File: src/rtl/serial_rtc_pkg.sv
package serial_rtc_pkg;

  localparam int BYTE_W = 8;

  // binary 0..99 to packed BCD
  function automatic logic [7:0] bin2bcd(input logic [6:0] v);
    int i;
    i = int'(v);
    return 8'(((i / 10) << 4) | (i % 10));
  endfunction

  function automatic logic is_leap(input logic [6:0] yr);
    return (yr[1:0] == 2'b00);
  endfunction

  // number of days in a month (1..12) for a two-digit year
  function automatic logic [4:0] month_len(input logic [3:0] mon, input logic [6:0] yr);
    case (mon)
      4'd2:                       return is_leap(yr) ? 5'd29 : 5'd28;
      4'd4, 4'd6, 4'd9, 4'd11:    return 5'd30;
      default:                    return 5'd31;
    endcase
  endfunction

endpackage

File: src/rtl/rtc_serial_port.sv
module rtc_serial_port
  import serial_rtc_pkg::*;
#(
  parameter int BW = BYTE_W
) (
  input  logic                 clk,
  input  logic                 rst_n,
  input  logic                 sel,
  input  logic                 sck,
  input  logic                 sdi,
  input  logic [BW-1:0]        load_val,
  output logic                 fall_evt,
  output logic [$clog2(2*BW+1)-1:0] phase,
  output logic [BW-1:0]        cmd_q,
  output logic [BW-1:0]        cmd_next,
  output logic [BW-1:0]        data_next,
  output logic                 cmd_done,
  output logic                 data_done,
  output logic                 in_data,
  output logic                 sdo
);
  localparam int PW = $clog2(2*BW+1);
  localparam logic [PW-1:0] PH_CMD  = PW'(BW);
  localparam logic [PW-1:0] PH_END  = PW'(2*BW);

  logic          sck_q;
  logic [BW-1:0] data_q;
  logic [BW-1:0] out_sr;
  logic          in_cmd;

  assign fall_evt  = sel & sck_q & ~sck;
  assign in_cmd    = (phase < PH_CMD);
  assign in_data   = (phase >= PH_CMD) && (phase < PH_END);
  assign cmd_next  = {cmd_q[BW-2:0], sdi};
  assign data_next = {data_q[BW-2:0], sdi};
  assign cmd_done  = fall_evt && (phase == PH_CMD - 1'b1);
  assign data_done = fall_evt && (phase == PH_END - 1'b1);
  assign sdo       = out_sr[BW-1];

  always_ff @(posedge clk or negedge rst_n) begin
    if (!rst_n) begin
      sck_q  <= 1'b0;
      phase  <= '0;
      cmd_q  <= '0;
      data_q <= '0;
      out_sr <= '0;
    end else begin
      sck_q <= sck;
      if (!sel) begin
        phase <= '0;
      end else if (fall_evt) begin
        if (phase != PH_END) phase <= phase + 1'b1;
        if (in_cmd)  cmd_q  <= cmd_next;
        if (in_data) data_q <= data_next;
        if (cmd_done)     out_sr <= load_val;
        else if (in_data) out_sr <= {out_sr[BW-2:0], 1'b0};
      end
    end
  end

endmodule

File: src/rtl/rtc_timekeeper.sv
module rtc_timekeeper
  import serial_rtc_pkg::*;
#(
  parameter int INIT_SEC  = 0,
  parameter int INIT_MIN  = 0,
  parameter int INIT_HOUR = 0,
  parameter int INIT_DAY  = 1,
  parameter int INIT_MON  = 1,
  parameter int INIT_YEAR = 0
) (
  input  logic       clk,
  input  logic       rst_n,
  input  logic       tick,
  output logic [5:0] sec,
  output logic [5:0] mins,
  output logic [4:0] hour,
  output logic [4:0] day,
  output logic [3:0] mon,
  output logic [6:0] year
);
  logic [4:0] mlen;
  assign mlen = month_len(mon, year);

  always_ff @(posedge clk or negedge rst_n) begin
    if (!rst_n) begin
      sec  <= 6'(INIT_SEC);
      mins <= 6'(INIT_MIN);
      hour <= 5'(INIT_HOUR);
      day  <= 5'(INIT_DAY);
      mon  <= 4'(INIT_MON);
      year <= 7'(INIT_YEAR);
    end else if (tick) begin
      if (sec != 6'd59) begin
        sec <= sec + 1'b1;
      end else begin
        sec <= '0;
        if (mins != 6'd59) begin
          mins <= mins + 1'b1;
        end else begin
          mins <= '0;
          if (hour != 5'd23) begin
            hour <= hour + 1'b1;
          end else begin
            hour <= '0;
            if (day != mlen) begin
              day <= day + 1'b1;
            end else begin
              day <= 5'd1;
              if (mon != 4'd12) begin
                mon <= mon + 1'b1;
              end else begin
                mon  <= 4'd1;
                year <= (year == 7'd99) ? 7'd0 : year + 1'b1;
              end
            end
          end
        end
      end
    end
  end

endmodule

File: src/rtl/serial_rtc.sv
module serial_rtc
  import serial_rtc_pkg::*;
#(
  parameter int          RAM_WORDS  = 32,
  parameter logic [7:0]  STATUS_RST = 8'h90,
  parameter int          INIT_SEC   = 0,
  parameter int          INIT_MIN   = 0,
  parameter int          INIT_HOUR  = 0,
  parameter int          INIT_DAY   = 1,
  parameter int          INIT_MON   = 1,
  parameter int          INIT_YEAR  = 0
) (
  input  logic clk,
  input  logic rst_n,
  input  logic sel,
  input  logic sck,
  input  logic sdi,
  input  logic tick,
  input  logic alarm_evt,
  output logic sdo,
  output logic sdo_oe,
  output logic irq
);
  localparam int          AW        = $clog2(RAM_WORDS);
  localparam int          PW        = $clog2(2*BYTE_W+1);
  localparam logic [7:0]  WR_BASE   = 8'h80;
  localparam logic [7:0]  CMD_TIME  = 8'h20;
  localparam logic [7:0]  CMD_STAT  = 8'h30;
  localparam logic [7:0]  CMD_CTRL  = 8'h31;
  localparam logic [7:0]  CMD_CTLWR = 8'hB1;
  localparam logic [7:0]  FLAG_MASK = 8'h18;
  localparam int          CLR_BIT   = 2;

  // named internal events
  logic          fall_evt, cmd_done, data_done, in_data;
  logic [PW-1:0] phase;
  logic [7:0]    cmd_q, cmd_next, data_next, load_val;
  logic          ram_wr, ctrl_wr, ctrl_clr;

  logic [7:0] ram [RAM_WORDS];
  logic [7:0] status_q, ctrl_q;

  logic [5:0] sec_bin, min_bin;
  logic [4:0] hour_bin, day_bin;
  logic [3:0] mon_bin;
  logic [6:0] year_bin;

  rtc_serial_port #(.BW(BYTE_W)) u_port (
    .clk(clk), .rst_n(rst_n), .sel(sel), .sck(sck), .sdi(sdi),
    .load_val(load_val), .fall_evt(fall_evt), .phase(phase),
    .cmd_q(cmd_q), .cmd_next(cmd_next), .data_next(data_next),
    .cmd_done(cmd_done), .data_done(data_done), .in_data(in_data), .sdo(sdo)
  );

  rtc_timekeeper #(
    .INIT_SEC(INIT_SEC), .INIT_MIN(INIT_MIN), .INIT_HOUR(INIT_HOUR),
    .INIT_DAY(INIT_DAY), .INIT_MON(INIT_MON), .INIT_YEAR(INIT_YEAR)
  ) u_time (
    .clk(clk), .rst_n(rst_n), .tick(tick),
    .sec(sec_bin), .mins(min_bin), .hour(hour_bin),
    .day(day_bin), .mon(mon_bin), .year(year_bin)
  );

  // read value chosen from the command as it completes
  always_comb begin
    load_val = 8'h00;
    if (cmd_next[7:AW] == '0) begin
      load_val = ram[cmd_next[AW-1:0]];
    end else begin
      case (cmd_next)
        CMD_TIME + 8'd0: load_val = bin2bcd(7'(sec_bin));
        CMD_TIME + 8'd1: load_val = bin2bcd(7'(min_bin));
        CMD_TIME + 8'd2: load_val = bin2bcd(7'(hour_bin));
        CMD_TIME + 8'd3: load_val = bin2bcd(7'(day_bin));
        CMD_TIME + 8'd4: load_val = bin2bcd(7'(mon_bin));
        CMD_TIME + 8'd5: load_val = bin2bcd(year_bin);
        CMD_STAT:        load_val = status_q;
        CMD_CTRL:        load_val = ctrl_q;
        default:         load_val = 8'h00;
      endcase
    end
  end

  assign ram_wr   = data_done && (cmd_q[7:AW] == WR_BASE[7:AW]);
  assign ctrl_wr  = data_done && (cmd_q == CMD_CTLWR);
  assign ctrl_clr = ctrl_wr && data_next[CLR_BIT];
  assign sdo_oe   = sel && in_data && !cmd_q[7];

  always_ff @(posedge clk or negedge rst_n) begin
    if (!rst_n) begin
      for (int i = 0; i < RAM_WORDS; i++) ram[i] <= 8'h00;
    end else if (ram_wr) begin
      ram[cmd_q[AW-1:0]] <= data_next;
    end
  end

  always_ff @(posedge clk or negedge rst_n) begin
    if (!rst_n) begin
      status_q <= STATUS_RST;
      ctrl_q   <= 8'h00;
      irq      <= 1'b0;
    end else begin
      if (ctrl_wr) ctrl_q <= data_next;
      if (alarm_evt) begin
        status_q <= status_q | FLAG_MASK;
        irq      <= 1'b1;
      end else if (ctrl_clr) begin
        status_q <= status_q & ~FLAG_MASK;
        irq      <= 1'b0;
      end
    end
  end

endmodule

File: config.mk
export PLATFORM = sky130hd
export DESIGN_NAME = serial_rtc
export DESIGN_NICKNAME = d
export VERILOG_FILES = /design/src/rtl/serial_rtc_pkg.sv /design/src/rtl/rtc_serial_port.sv /design/src/rtl/rtc_timekeeper.sv /design/src/rtl/serial_rtc.sv
export SDC_FILE = /design/constraint.sdc
export NUM_CORES = 1
export LEC_CHECK = 0
export BUFFER_PORTS_ARGS = -buffer_cell sky130_fd_sc_hd__buf_2
export CAP_MARGIN = 10
export CORE_MARGIN = 1
export CORE_UTILIZATION = 41
export DETAILED_ROUTE_END_ITERATION = 8
export PLACE_DENSITY_LB_ADDON = 0.3
export SLEW_MARGIN = 20
export SYNTH_ARGS = -nofsm -noshare
export SYNTH_HDL_FRONTEND = slang
export SYNTH_HIERARCHICAL = 1
export SYNTH_SLANG_ARGS = --single-unit
export TNS_END_PERCENT = 100
File: constraint.sdc
create_clock -name clk -period 3.7 [get_ports clk]
set_clock_uncertainty 0.1 [all_clocks]
set_input_delay 0.37 -clock clk [delete_from_list [all_inputs] [get_ports clk]]
set_output_delay 0.37 -clock clk [all_outputs]
set_load 0.01 [all_outputs]
== Yosys cells after proc, flatten, opt, wreduce, memory -nomap -nowiden ==
Cells that the tools add are included.
W data, S select, Z words.

* Reduce and logical (&&, ||, !) cells: 24
* Bitwise logic cells: 16
* Divide/modulo/power cells: 12
* Add/sub/neg operators: 7
* $lt $le $gt $ge: 6
* Eq/ne operators: 26
* Muxes and demuxes: 25

{| class="wikitable"
|+ Operators with widths
! operator !! number
|-
| $bwmux W256 || 1
|-
| $div A6 B5 Y32 const B || 2
|-
| $div A7 B5 Y32 const B || 2
|-
| $eq A8 B6 Y1 const B || 8
|-
| $mod A6 B5 Y32 const B || 2
|-
| $mod A7 B5 Y32 const B || 2
|-
| $pmux W8 S8 || 1
|-
| $mux W8 || 6
|-
| $or A8 B8 Y8 || 6
|-
| $bmux W8 S5 || 1
|-
| $demux W8 S5 || 1
|-
| $mux W5 || 7
|-
| $div A5 B5 Y32 const B || 1
|-
| $div A8 B5 Y32 const B || 1
|-
| $mod A5 B5 Y32 const B || 1
|-
| $mod A8 B5 Y32 const B || 1
|-
| $add A5 B1 Y5 const B || 3
|-
| $add A6 B1 Y6 const B || 2
|-
| $ge A6 B6 Y1 const B || 2
|-
| $mux W6 || 2
|-
| $ne A6 B6 Y1 const B || 2
|-
| $not A5 Y6 || 2
|-
| $reduce_and A3 Y1 || 4
|-
| $ne A5 B5 Y1 const B || 2
|-
| 33 further kinds || 54
|}

* Logic and storage cells: 162
* Output and inout port bits: 3
* Register bits after elaboration: 329

== Longest topological paths before layout ==
Gate-level depths: netlist of the first run.

* Word-level depth: 7
* Mapped depth: 18
* Mapped depth without buffers: 17

== Modules after synthesis ==
The synthesis of the first run kept the hierarchy.

{| class="wikitable"
|+ By module, submodules not included
! module !! seq. area each (um^2) !! times used !! cells each !! area an instance (um^2)
|-
| serial_rtc || 6657.6 || 1 || 1156 || 14855.5
|-
| rtc_timekeeper || 828.3 || 1 || 193 || 1886.8
|-
| rtc_serial_port || 725.7 || 1 || 121 || 1415.1
|}

== Worst setup path after synthesis of the first run ==
No wires, ideal clock.

* Path kind: register to register
* From: register u_time.mins[3]
* To: register u_port.out_sr[7]
* Path slack: 0.238 ns
* Arrival time: 3.234 ns
* Cell stages (with the launch flop): 17
* Required time: 3.471 ns
* Cell sequence: dfrtp_1 > ha_1 > nor2_1 > inv_1 > ha_1 > a21o_1 > a211oi_1 > xor2_1 > ha_1 > o21ai_0 > a31oi_1 > nor4bb_1 > xor2_1 > nand2_1 > o211ai_1 > nor3_1 > a31oi_1

* Word-level cells in the longest chain between the ends: 5

{| class="wikitable"
|+ RTL lines
! element !! line !! text
|-
| from (decl) || rtc_timekeeper.sv:15 || <nowiki>output logic [5:0] mins,</nowiki>
|-
| from (signal assigned) || rtc_timekeeper.sv:27 || <nowiki>mins <= 6'(INIT_MIN);</nowiki>
|-
| from (signal assigned) || rtc_timekeeper.sv:38 || <nowiki>mins <= mins + 1'b1;</nowiki>
|-
| $div A7 B5 Y32 or $mod A7 B5 Y32 (tied branches) || serial_rtc_pkg.sv:9 || <nowiki>return 8'(((i / 10) << 4) | (i % 10));</nowiki>
|-
| $or A8 B8 Y8 (*) || serial_rtc_pkg.sv:9 ||
|-
| $pmux W8 S8 (*) || serial_rtc.sv:70 || <nowiki>case (cmd_next)</nowiki>
|-
| $mux W8 (*) || serial_rtc.sv:67 || <nowiki>if (cmd_next[7:AW] == '0) begin</nowiki>
|-
| via load_val[7] || serial_rtc.sv:37 || <nowiki>logic [7:0] cmd_q, cmd_next, data_next, load_val;</nowiki>
|-
| $mux W8 (*) || rtc_serial_port.sv:55 || <nowiki>if (cmd_done) out_sr <= load_val;</nowiki>
|-
| to (signal assigned) || rtc_serial_port.sv:55 ||
|-
| to (signal assigned) || rtc_serial_port.sv:56 || <nowiki>else if (in_data) out_sr <= {out_sr[BW-2:0], 1'b0};</nowiki>
|-
| to (decl) || rtc_serial_port.sv:28 || <nowiki>logic [BW-1:0] out_sr;</nowiki>
|}

The timed path passes the listed nets; every way through them passes the cells marked *.
A chain may end at the register's enable or synchronous reset.

== Worst setup path after layout of the first run ==
Ends and elaborated chain as after synthesis.

==> impl_results.md, run 1 <==
- Status: finished clean
- Crit-path cells: ha_1 > nor2_1 > inv_1 > ha_1 > a21o_1 > a211oi_2 > xor2_1 > ha_2 > o21ai_0 > a31oi_1 > nor4bb_4 > xor2_1 > nand2_1 > o211ai_1 > nor3_1 > a31oi_1
- CP max FO: 5
- Total CTS buffers: 38
- TNS Setup: 0 ns
- Worst reg2reg setup slack: 0.21 ns
- Cell Rows: 76
- Clk buf depth: 3
- Routed WL per cell: 20.2 µm
- Clock latency on the worst-skew pair: 0.55 ns
- Required @ worst endpoint: 4.00 ns
- Die Footprint: 45,100 µm²
- Area share of the largest cell type after synthesis: 44.8%
- Final setup viols: 0
- Cells after synthesis: 1,470
- H-tree Lvls: 2
- Peak supply drop: 255 µV
- EDFF count, synth: 0
- GRT Overall Usage: 19.6%
- Clk sinks: 328
- Yosys Warn Count: 6
- CTS tree: yes
- Setup Buffers After CTS: 0
- Placer Congestion: 0.895
- Worst Hold Class: in -> reg
- Max Cap Viol: 0
- Slew @ Worst Pin: 1.05 ns
- Worst Path Class, Setup: reg -> reg
- Root Driver: clkbuf_16
- CP max stage delay: 0.38 ns
- CP Launch Type: flop
- First-pass GRT wire length: 69.3 mm
- DIE HEIGHT: 212 µm
- Share of layout cells above drive strength 1: 36.3%
- FMAX: 0.287 GHz
- Max Slew Vio Count: 0
- Critical Path Sink Type: flop
- Yosys cell types: 97
- Antenna cells: 0
- Fill cells: 3,894
- RSZ-0062 raised after global routing: yes
- Leak pwr: 0.00938 µW
- Maximum number of pins on one net before global-route repair: 81
- # IOs: 10
- Cell Pwr Density: 443 nW/µm²
- WL final: 42.5 mm
- TritonRoute pass-1 iters: 5
- Top-count cell post-synth: dfrtp_1
- Seq. cell area: 8220 µm²
- Family with the most delay on the worst path: compound AO/OA/AOI/OAI gates
- Synth Flop Type: dfrtp_1
- Non-filler instance count after layout: 2,107
- Core area: 43,400 µm²
- Top post-synthesis cells by area: dfrtp_1 45%, mux2_2 17%, mux4_2 9.9%, ha_1 2.5%, nor2_1 1.6%
- Synthesized flop and latch total: 328
- Min cycle time layout: 3.49 ns
- Vias per cell: 5.73
- Clock Pin Slew Worst Setup and Hold Paths: 0.06 ns
- Vias in the first global route: 12,281
- Initial Util: 41.9%
- Iter 0 DRT Violations: 982
- DRC: 0
- Syn_area_per_cell: 12.4 µm²
- Synth-to-layout area growth: 12.6%
- Register area share after synthesis: 45.2%
- Overflow left after global routing: 0
- Number of port buffers: 9
- Nets: 1,537
- Vias: 12,081
- Critical Path AT: 3.79 ns
- Final Hold Viols: 0
- Max-Slew Margin vs Limit: 30.2%
- Slowest CP cell: dfrtp_1
- Yosys top cell by area: dfrtp_1
- Placed insts: 2,036
- Async SR Flop Fraction: 100%
- Die width: 212 µm
- Critical path buffers and inverters: 1
- Part of the cycle the worst path needs: 94.2%
- Multi-input combinational cell area: 9300 µm²
- Mapped cell area: 18,200 µm²
- Initial antenna violation count: 0
- HPWL after DPL: 28.7 mm
- Synthesized Nets: 1,513
- List of most frequent post-synthesis cells: 325 x dfrtp_1, 279 x mux2_2, 80 x mux4_2
- Antenna Violating Nets Remaining: 0
-- power breakdown --
part | switching (µW) | internal (µW)
clock network | 1540 | 2400
logic | 813 | 552
registers | 111 | 3650
total | 2460 | 6600
-- flip-flops by register name, summed over array words and instances, names as in the netlist --
| name | flops |
|---|---|
| ram | 256 |
| u_time/mon | 4 |
| u_port/out_sr | 8 |
| ctrl_q | 8 |
| status_q | 2 |
| u_port/data_q | 7 |
| u_time/year | 7 |
| u_time/hour | 5 |
| u_time/day | 5 |
| u_port/cmd_q | 8 |
| u_port/phase | 5 |
| u_time/sec | 6 |
| u_time/mins | 6 |
| u_port/sck_q | 1 |
-- per-layer routing --
layer | part of all wire, % | global-route usage, %
met5 | 0 | 0
met4 | 2.7 | 6.28
met3 | 3.8 | 3.21
met2 | 48 | 31.6
met1 | 46 | 26.9
-- logic make-up (layout without fill, tap and decap cells) --
| group | after synthesis | count (layout) | share of synthesized area, % |
|---|---|---|---|
| AOI/OAI and AO/OA | 219 | 219 | 8.30 |
| adders and majority gates | 36 | 36 | 2.48 |
| DFF | 328 | 328 | 45.2 |
| xor gates and xnor gates | 20 | 20 | 1.01 |
| and+or+nand+nor | 330 | 330 | 10.1 |
| buffers and inverters | 148 | 200 | 3.73 |
| muxes | 389 | 389 | 29.1 |
-- cell usage in the layout (no fill, tap or decap), types with 13 or more instances in the layout --
cell / n
mux2i_1: 21
nor3_1: 22
a31oi_1: 23
dfrtp_1: 319
mux4_2: 80
buf_4: 69
ha_1: 35
nand4_1: 13
mux2_2: 279
clkbuf_16: 38
inv_1: 44
nand2_1: 61
nand3_1: 33
o21ai_0: 55
nor2b_1: 14
a21oi_1: 28
nor2_1: 77
nand2b_1: 21
-- through the flow --
stage / hold slack, ns / area [µm²] / power (µW) / worst slack, ns / utilization (%)
floorplan: -0.0256 / 18200 / 4780 / 0.238 / -
global placement: 0.269 / 19100 / 5160 / 0.163 / 44.0
detailed placement: 0.277 / 19100 / 5180 / 0.104 / 44.0
CTS: 0.0162 / 20400 / 9150 / 0.0462 / 47.1
global route: 0.0511 / 20400 / 9470 / -0.0458 / 47.2
finish: 0.0314 / 20400 / 9060 / 0.213 / 47.2
-- repair_timing --
action	in CTS	in global routing
setup endpoints to repair	0	3
resized for setup	0	5
hold endpoints to repair	62	0
hold buffers	3	0
-- final timing paths --
kind / from / end / depth (start not counted)
worst min-delay path: sel / u_port/phase[3]$_DFFE_PN0P_ / 3
max in group asynchronous: rst_n / u_port/data_q[5]$_DFFE_PN0P_ / 3
min in group asynchronous: rst_n / u_time/sec[2]$_DFFE_PN0P_ / 2
worst min register to register: ram[51]$_DFFE_PN0P_ / ram[51]$_DFFE_PN0P_ / 1
worst max-delay path: u_time/mins[3]$_DFFE_PN0P_ / u_port/out_sr[7]$_DFFE_PN0P_ / 16
worst max register to register: u_time/mins[3]$_DFFE_PN0P_ / u_port/out_sr[7]$_DFFE_PN0P_ / 16
-- layout make-up --
class,count,area share (%)
multi-input cells,994,45.5
well taps,585,3.58
clock buffers,55,5.31
inverters,46,0.844
flip-flops and latches,328,40.2
repair buffers,86,3.47
clock inverters,13,1.10
-- tightest hold or removal path: stages --
cell	delay (ns)
buf_2	0.14
inv_1	0.08
a21oi_1	0.04
Note: power is estimated with default switching activity, not from simulation.
==> run 2, diff against run 1 <==
--- a/config.mk
+++ b/config.mk
@@ -5,6 +5,7 @@
 export SDC_FILE = /design/constraint.sdc
 export NUM_CORES = 1
 export LEC_CHECK = 0
+export ABC_AREA = 1
 export BUFFER_PORTS_ARGS = -buffer_cell sky130_fd_sc_hd__buf_2
 export CAP_MARGIN = 10
 export CORE_MARGIN = 1
==> run 2 against run 1 <==
Against the previous run: critical path depth grew 5; the run now ends with DRC left; clock-buffer cell count shrank 1; register-to-register slack gained 0.04 ns; via count grew 22%; clock power shrank 9.1%; die area shrank 5.5%; highest routed layer unchanged; critical path type unchanged; fmax grew 1.2%.
==> impl_results.md, run 2 <==
- Cells after synthesis: 2,105 (was 1,470)
- Total power: 8600 µW (was 9060 µW)
- FMAX: 0.290 GHz (was 0.287 GHz)
- Max Slew Vio Count: 0 (unchanged)
- WL final: 46.1 mm (was 42.5 mm)
- Synth Area in Simple Gates: 24.7% (was 10.1%)
- Critical Path Sink Type: flop (unchanged)
- Die width: 207 µm (was 212 µm)
- Vias in the first global route: 13,921 (was 12,281)
- Most frequent cells in the layout: 584 x nand2_1, 324 x dfrtp_1, 305 x o21ai_0, 156 x inv_1, 133 x nand3_1 (was 319 x dfrtp_1, 279 x mux2_2, 80 x mux4_2, 77 x nor2_1, 69 x buf_4)
- First-pass GRT wire length: 74.8 mm (was 69.3 mm)
- Cell mode on critical path: nand3_1
- Initial Util: 41.8% (was 41.9%)
- Yosys Warn Count: 6 (unchanged)
- Final Hold Viols: 0 (unchanged)
- H-tree Lvls: 2 (unchanged)
- Vias: 14,680 (was 12,081)
- Synthesized Nets: 2,148 (was 1,513)
- Total CTS buffers: 37 (was 38)
- Synth Area in Compound Gates: 17.3% (was 8.30%)
- Final Cell Area: 19,100 µm² (was 20,400 µm²)
- Yosys top cell by area: dfrtp_1 (unchanged)
- Crit-path cells: ha_1 > or2_2 > ha_1 > o21ai_1 > inv_1 > nor2_1 > nand2_1 > xor2_1 > nor2_1 > nor2_1 > nand2_2 > inv_1 > nand2_1 > nand3_1 > nand3_1 > nor2_1 > nand3_1 > inv_1 > nand3_1 > nand3_1 > nand2_1 (was ha_1 > nor2_1 > inv_1 > ha_1 > a21o_1 > a211oi_2 > xor2_1 > ha_2 > o21ai_0 > a31oi_1 > nor4bb_4 > xor2_1 > nand2_1 > o211ai_1 > nor3_1 > a31oi_1)
- Part of the cycle the worst path needs: 93.1% (was 94.2%)
- Required @ worst endpoint: 4.03 ns (was 4.00 ns)
- Nets: 2,144 (was 1,537)
- Final setup viols: 0 (unchanged)
- Peak supply drop: 336 µV (was 255 µV)
- Maximum number of pins on one net before global-route repair: 109 (was 81)
- TritonRoute pass-1 iters: 8 (was 5)
- Vias per cell: 5.53 (was 5.73)
- Synthesized flop and latch total: 328 (unchanged)
- Leak pwr: 0.00874 µW (was 0.00938 µW)
- Pre-CTS setup slack: 0.215 ns (was 0.104 ns)
- CTS tree: yes (unchanged)
- DRC: 2 (was 0)
- Antenna cells: 0 (unchanged)
- Overflow left after global routing: 0 (unchanged)
- Post-synthesis mux area share: 0% (was 29.1%)
- Antenna Violating Nets Remaining: 0 (unchanged)
- Worst Hold Class: in -> reg (unchanged)
- Worst Path Class, Setup: reg -> reg (unchanged)
- Die Footprint: 42,700 µm² (was 45,100 µm²)
- Iter 0 DRT Violations: 1,371 (was 982)
- Seq. cell area: 8210 µm² (was 8220 µm²)
- Max-Slew Margin vs Limit: 27.5% (was 30.2%)
- Register area share after synthesis: 47.9% (was 45.2%)
- Number of port buffers: 9 (unchanged)
- CP max FO: 8 (was 5)
- Routed WL per cell: 17.3 µm (was 20.2 µm)
- Clock Pin Slew Worst Setup and Hold Paths: 0.06 ns (about the same)
- Clock latency on the worst-skew pair: 0.55 ns (about the same)
- Top post-synthesis cells by area: dfrtp_1 47%, nand2_1 13%, o21ai_0 9.0%, nand3_1 3.9%, inv_1 3.5% (was dfrtp_1 45%, mux2_2 17%, mux4_2 9.9%, ha_1 2.5%, nor2_1 1.6%)
- Max reg flops: 256 (unchanged)
- Failing checks: DRC
- Top-count cell post-synth: nand2_1 (was dfrtp_1)
- Area share of the largest cell type after synthesis: 47.4% (was 44.8%)
- Clk sinks: 328 (unchanged)
- Multi-input combinational cell area: 7840 µm² (was 9300 µm²)
- CP max stage delay: 0.45 ns (was 0.38 ns)
- Most common cell after layout, fill and taps aside: nand2_1 (was dfrtp_1)
- List of most frequent post-synthesis cells: 585 x nand2_1, 325 x dfrtp_1, 307 x o21ai_0 (was 325 x dfrtp_1, 279 x mux2_2, 80 x mux4_2)
- XOR/XNOR Fraction of Synth Area: 0.970% (was 1.01%)
- Yosys cell types: 60 (was 97)
- Clk buf depth: 3 (unchanged)
- Root Driver: clkbuf_16 (unchanged)
- Placer Congestion: 0.921 (was 0.895)
- DIE HEIGHT: 207 µm (was 212 µm)
- Synth-to-layout area growth: 11.4% (was 12.6%)
- Largest Register: ram (unchanged)
- Status: finished, violations left (was finished clean)
- Syn_area_per_cell: 8.15 µm² (was 12.4 µm²)
- HPWL after DPL: 30.5 mm (was 28.7 mm)
- # IOs: 10 (unchanged)
- Critical path buffers and inverters: 3 (was 1)
- Family with the most delay on the worst path: simple AND/OR/NAND/NOR gates (was compound AO/OA/AOI/OAI gates)
- Max Cap Viol: 0 (unchanged)
- Fill cells: 3,954 (was 3,894)
- CP Launch Type: flop (unchanged)
- Mapped cell area: 17,200 µm² (was 18,200 µm²)
- Min cycle time layout: 3.45 ns (was 3.49 ns)
- Initial antenna violation count: 0 (unchanged)
- Async SR Flop Fraction: 100% (unchanged)
- Adder-cell share of the synthesized area: 2.63% (was 2.48%)
- Slowest CP cell: dfrtp_2 (was dfrtp_1)
- Synth Flop Type: dfrtp_1 (unchanged)
- Cell Rows: 74 (was 76)
- Cell Pwr Density: 450 nW/µm² (was 443 nW/µm²)
- EDFF count, synth: 0 (unchanged)
- Main combinational cell family by area after synthesis: simple AND/OR/NAND/NOR gates (was multiplexers)
- Share of layout cells above drive strength 1: 9.79% (was 36.3%)
- Slew @ Worst Pin: 1.09 ns (was 1.05 ns)
- Core area: 41,000 µm² (was 43,400 µm²)
- Setup WS post-layout: 0.254 ns (was 0.213 ns)
- Placed Area: 17,900 µm² (was 19,100 µm²)
- GRT Overall Usage: 22.2% (was 19.6%)
- Critical Path AT: 3.77 ns (was 3.79 ns)
## run 2: cell count changes after synthesis, sizes merged, moves of 39 or more
cell   change
nand4     +39
mux4      -80
nand2    +550
mux2     -288
nand3    +109
inv      +127
a22oi     +68
o21ai    +266
## run 2: where the power goes
group / switching [µW] / internal (µW) / total [µW]
clock: 1490 / 2090 / 3580
combinational: 903 / 367 / 1270
sequential: 109 / 3640 / 3750
total: 2500 / 6100 / 8600
## run 2: tightest hold or removal path, delay by kind of cell
kind	cells	cell delay (ns)
simple gates	1	0.08
buf+inv	1	0.15
compound gates	1	0.06
## run 2: kinds of logic after synthesis
| logic type | after synthesis |
|---|---|
| and+or+nand+nor | 935 |
| adders and majority gates | 36 |
| buffers and inverters | 280 |
| AOI/OAI and AO/OA | 507 |
| xor gates and xnor gates | 19 |
| DFF | 328 |
## run 2: cell type report
| class | count | share of cell area [%] |
|---|---|---|
| multi-input cells | 1497 | 41.0 |
| repair buffers | 64 | 2.95 |
| inverters | 173 | 3.40 |
| clock inverters | 9 | 0.557 |
| well taps | 532 | 3.48 |
| flip-flops and latches | 328 | 43.0 |
| clock buffers | 54 | 5.60 |
## run 2: path summary, 6_finish.rpt
check / start / end / slack [ns] / cells past startpoint
min reg2reg: u_port/data_q[6]$_DFFE_PN0P_ / u_port/data_q[6]$_DFFE_PN0P_ / 0.38 / 2
max reg2reg: u_time/mins[3]$_DFFE_PN0P_ / u_port/out_sr[2]$_DFFE_PN0P_ / 0.25 / 21
max: u_time/mins[3]$_DFFE_PN0P_ / u_port/out_sr[2]$_DFFE_PN0P_ / 0.25 / 21
min in group asynchronous: rst_n / u_time/day[4]$_DFFE_PN0P_ / 0.42 / 2
min: sel / u_port/phase[2]$_DFFE_PN0P_ / 0.07 / 3
max in group asynchronous: rst_n / ram[86]$_DFFE_PN0P_ / 2.15 / 3
## run 2: metal layers
layer	global-route usage [%]	up-vias	wire length (µm)
li1	-	7086	-
met1	30.3	7095	21000
met2	35.2	396	21200
met3	3.56	103	2300
met4	8.43	0	1610
met5	0	-	0
## run 2: timing repair
| item | 4_1_cts | 5_1_grt |
|---|---|---|
| endpoints found under the hold margin | 102 | 0 |
| gates resized for setup | 0 | 4 |
| hold buffers | 3 | 0 |
| buffers inserted | 0 | 1 |
| setup endpoints to repair | 0 | 4 |
## run 2: through the flow
stage | instances | utilization, % | hold WS (ns) | TNS, ns
global placement | 2590 | 43.6 | 0.366 | 0
finish | 2657 | 46.6 | 0.0680 | 0
floorplan | 2105 | - | -0.0256 | 0
CTS | 2656 | 46.6 | 0.0462 | 0
global route | 2657 | 46.6 | 0.0761 | -0.0248
detailed placement | 2590 | 43.6 | 0.373 | 0
==> run 3, diff against run 2 <==
--- a/config.mk
+++ b/config.mk
@@ -10,6 +10,7 @@
 export CAP_MARGIN = 10
 export CORE_MARGIN = 1
 export CORE_UTILIZATION = 41
+export CTS_BUF_LIST = sky130_fd_sc_hd__clkbuf_4 sky130_fd_sc_hd__clkbuf_8 sky130_fd_sc_hd__clkbuf_16
 export DETAILED_ROUTE_END_ITERATION = 8
 export PLACE_DENSITY_LB_ADDON = 0.3
 export SLEW_MARGIN = 20
==> run 3 against run 2 <==
Against the previous run: the flow still finishes with violations (DRC); total power up 0.91%; worst setup slack better by 0.016 ns; clock power up 2%; global-route usage about the same; fmax up 0.46%; routed wire length about the same; largest cell class unchanged.
==> impl_results.md, run 3 (synthesized netlist as in run 2, its figures left out) <==
- Iter 0 DRT Violations: 1,306 (was 1,371)
- CTS tree: yes (unchanged)
- Worst Path Class, Setup: reg -> reg (unchanged)
- Clock Pin Slew Worst Setup and Hold Paths: 0.06 ns (about the same)
- Most common cell after layout, fill and taps aside: nand2_1 (unchanged)
- Final setup viols: 0 (unchanged)
- Leak pwr: 0.00878 µW (was 0.00874 µW)
- Most frequent cells in the layout: 584 x nand2_1, 324 x dfrtp_1, 305 x o21ai_0, 156 x inv_1, 133 x nand3_1 (unchanged)
- Core area: 41,000 µm² (unchanged)
- Peak supply drop: 338 µV (was 336 µV)
- Max Slew Vio Count: 0 (unchanged)
- GRT Overall Usage: 22.2% (about the same)
- DIE HEIGHT: 207 µm (unchanged)
- Initial Util: 41.8% (unchanged)
- Slew @ Worst Pin: 1.07 ns (was 1.09 ns)
- Synth-to-layout area growth: 11.6% (was 11.4%)
- Clk buf depth: 3 (unchanged)
- Placer Congestion: 0.921 (unchanged)
- Worst Hold Class: in -> reg (unchanged)
- Fill cells: 3,948 (was 3,954)
- Vias in the first global route: 13,920 (was 13,921)
- H-tree Lvls: 2 (unchanged)
- Critical Path Sink Type: flop (unchanged)
- Routed WL per cell: 17.3 µm (about the same)
- Part of the cycle the worst path needs: 92.7% (was 93.1%)
- # IOs: 10 (unchanged)
- Die width: 207 µm (unchanged)
- Vias: 14,681 (was 14,680)
- Largest Register: ram (unchanged)
- Vias per cell: 5.53 (about the same)
- Maximum number of pins on one net before global-route repair: 109 (unchanged)
- Total CTS buffers: 37 (unchanged)
- Initial antenna violation count: 0 (unchanged)
- WHS: 0.0611 ns (was 0.0680 ns)
- Root Driver: clkbuf_16 (unchanged)
- Status: finished, violations left (unchanged)
- FMAX: 0.292 GHz (was 0.290 GHz)
- Clk sinks: 328 (unchanged)
- First-pass GRT wire length: 74.8 mm (about the same)
- Nets: 2,144 (unchanged)
- TNS Setup: 0 ns (unchanged)
- Cell Pwr Density: 453 nW/µm² (was 450 nW/µm²)
- Antenna Violating Nets Remaining: 0 (unchanged)
- Clock latency on the worst-skew pair: 0.55 ns (about the same)
- Required @ worst endpoint: 4.03 ns (about the same)
- Max-Slew Margin vs Limit: 28.5% (was 27.5%)
- DRC: 2 (unchanged)
- CP max FO: 8 (unchanged)
- Max Cap Viol: 0 (unchanged)
- Max reg flops: 256 (unchanged)
- Min cycle time layout: 3.43 ns (was 3.45 ns)
- TritonRoute pass-1 iters: 8 (unchanged)
- Critical Path AT: 3.76 ns (was 3.77 ns)
- Cell Rows: 74 (unchanged)
- Failing checks: DRC (unchanged)
- Number of port buffers: 9 (unchanged)
- Antenna cells: 0 (unchanged)
- WL final: 46.1 mm (about the same)
- Final Hold Viols: 0 (unchanged)
- Share of layout cells above drive strength 1: 10.3% (was 9.79%)
- Overflow left after global routing: 0 (unchanged)
- HPWL after DPL: 30.5 mm (unchanged)
- CP Launch Type: flop (unchanged)
- Die Footprint: 42,700 µm² (unchanged)
## run 3: report_power, final
group	switching [µW]	internal [µW]	leakage, µW	total (µW)
clock network	1500	2160	0.000609	3660
logic	904	367	0.00368	1270
registers	109	3640	0.00448	3750
total	2510	6170	0.00878	8680
## run 3: stage by stage
stage / setup WS (ns) / std cells / total power (µW) / util [%] / instance area [µm²]
2_1_floorplan: 0.549 / 2105 / 4610 / - / 17200
3_3_place_gp: 0.262 / 2590 / 5020 / 43.6 / 17900
3_5_place_dp: 0.215 / 2590 / 5050 / 43.6 / 17900
4_1_cts: 0.181 / 2656 / 8740 / 46.7 / 19100
5_1_grt: -0.0248 / 2657 / 9060 / 46.7 / 19100
6_report: 0.270 / 2657 / 8680 / 46.7 / 19100
## run 3: what timing repair did
action,in CTS,in global routing
hold endpoints to repair,102,0
hold buffers,3,0
setup buffers,0,1
resized for setup,0,4
setup endpoints to repair,0,4
## run 3: path summary, 6_finish.rpt
path / cells past startpoint / from / endpoint / slack, ns
max in group asynchronous: 3 / rst_n / ram[86]$_DFFE_PN0P_ / 2.16
setup reg to reg: 21 / u_time/mins[3]$_DFFE_PN0P_ / u_port/out_sr[2]$_DFFE_PN0P_ / 0.27
min in group asynchronous: 2 / rst_n / u_time/day[4]$_DFFE_PN0P_ / 0.42
setup / recovery: 21 / u_time/mins[3]$_DFFE_PN0P_ / u_port/out_sr[2]$_DFFE_PN0P_ / 0.27
hold reg to reg: 2 / u_port/data_q[6]$_DFFE_PN0P_ / u_port/data_q[6]$_DFFE_PN0P_ / 0.38
hold / removal: 3 / sel / u_port/phase[2]$_DFFE_PN0P_ / 0.06
## run 3: layout make-up
type | instances | area (µm²) | share of cell area, %
flip-flops and latches | 328 | 8210 | 42.9
multi-input cells | 1497 | 7840 | 41.0
clock buffers | 54 | 1110 | 5.79
well taps | 532 | 666 | 3.48
inverters | 173 | 649 | 3.39
repair buffers | 64 | 563 | 2.94
clock inverters | 9 | 106 | 0.555
## run 3: critical path, stage by stage, from the launching register on
cell and delay [ns]:
dfrtp_2 0.45, ha_1 0.21, or2_2 0.28, ha_1 0.28
o21ai_1 0.16, inv_1 0.06, nor2_1 0.14, nand2_1 0.13
xor2_1 0.35, nor2_1 0.10, nor2_1 0.19, nand2_2 0.14
inv_1 0.10, nand2_1 0.05, nand3_1 0.07, nand3_1 0.07
nor2_1 0.10, nand3_1 0.08, inv_1 0.06, nand3_1 0.06
nand3_1 0.09, nand2_1 0.05
## run 3: layer usage
metal | global-route usage, % | up-vias | part of all wire [%]
met1 | 30.4 | 7079 | 45
met4 | 8.43 | 0 | 3.6
met5 | 0 | - | 0
met3 | 3.56 | 105 | 5.2
met2 | 35.1 | 417 | 46
li1 | - | 7080 | -
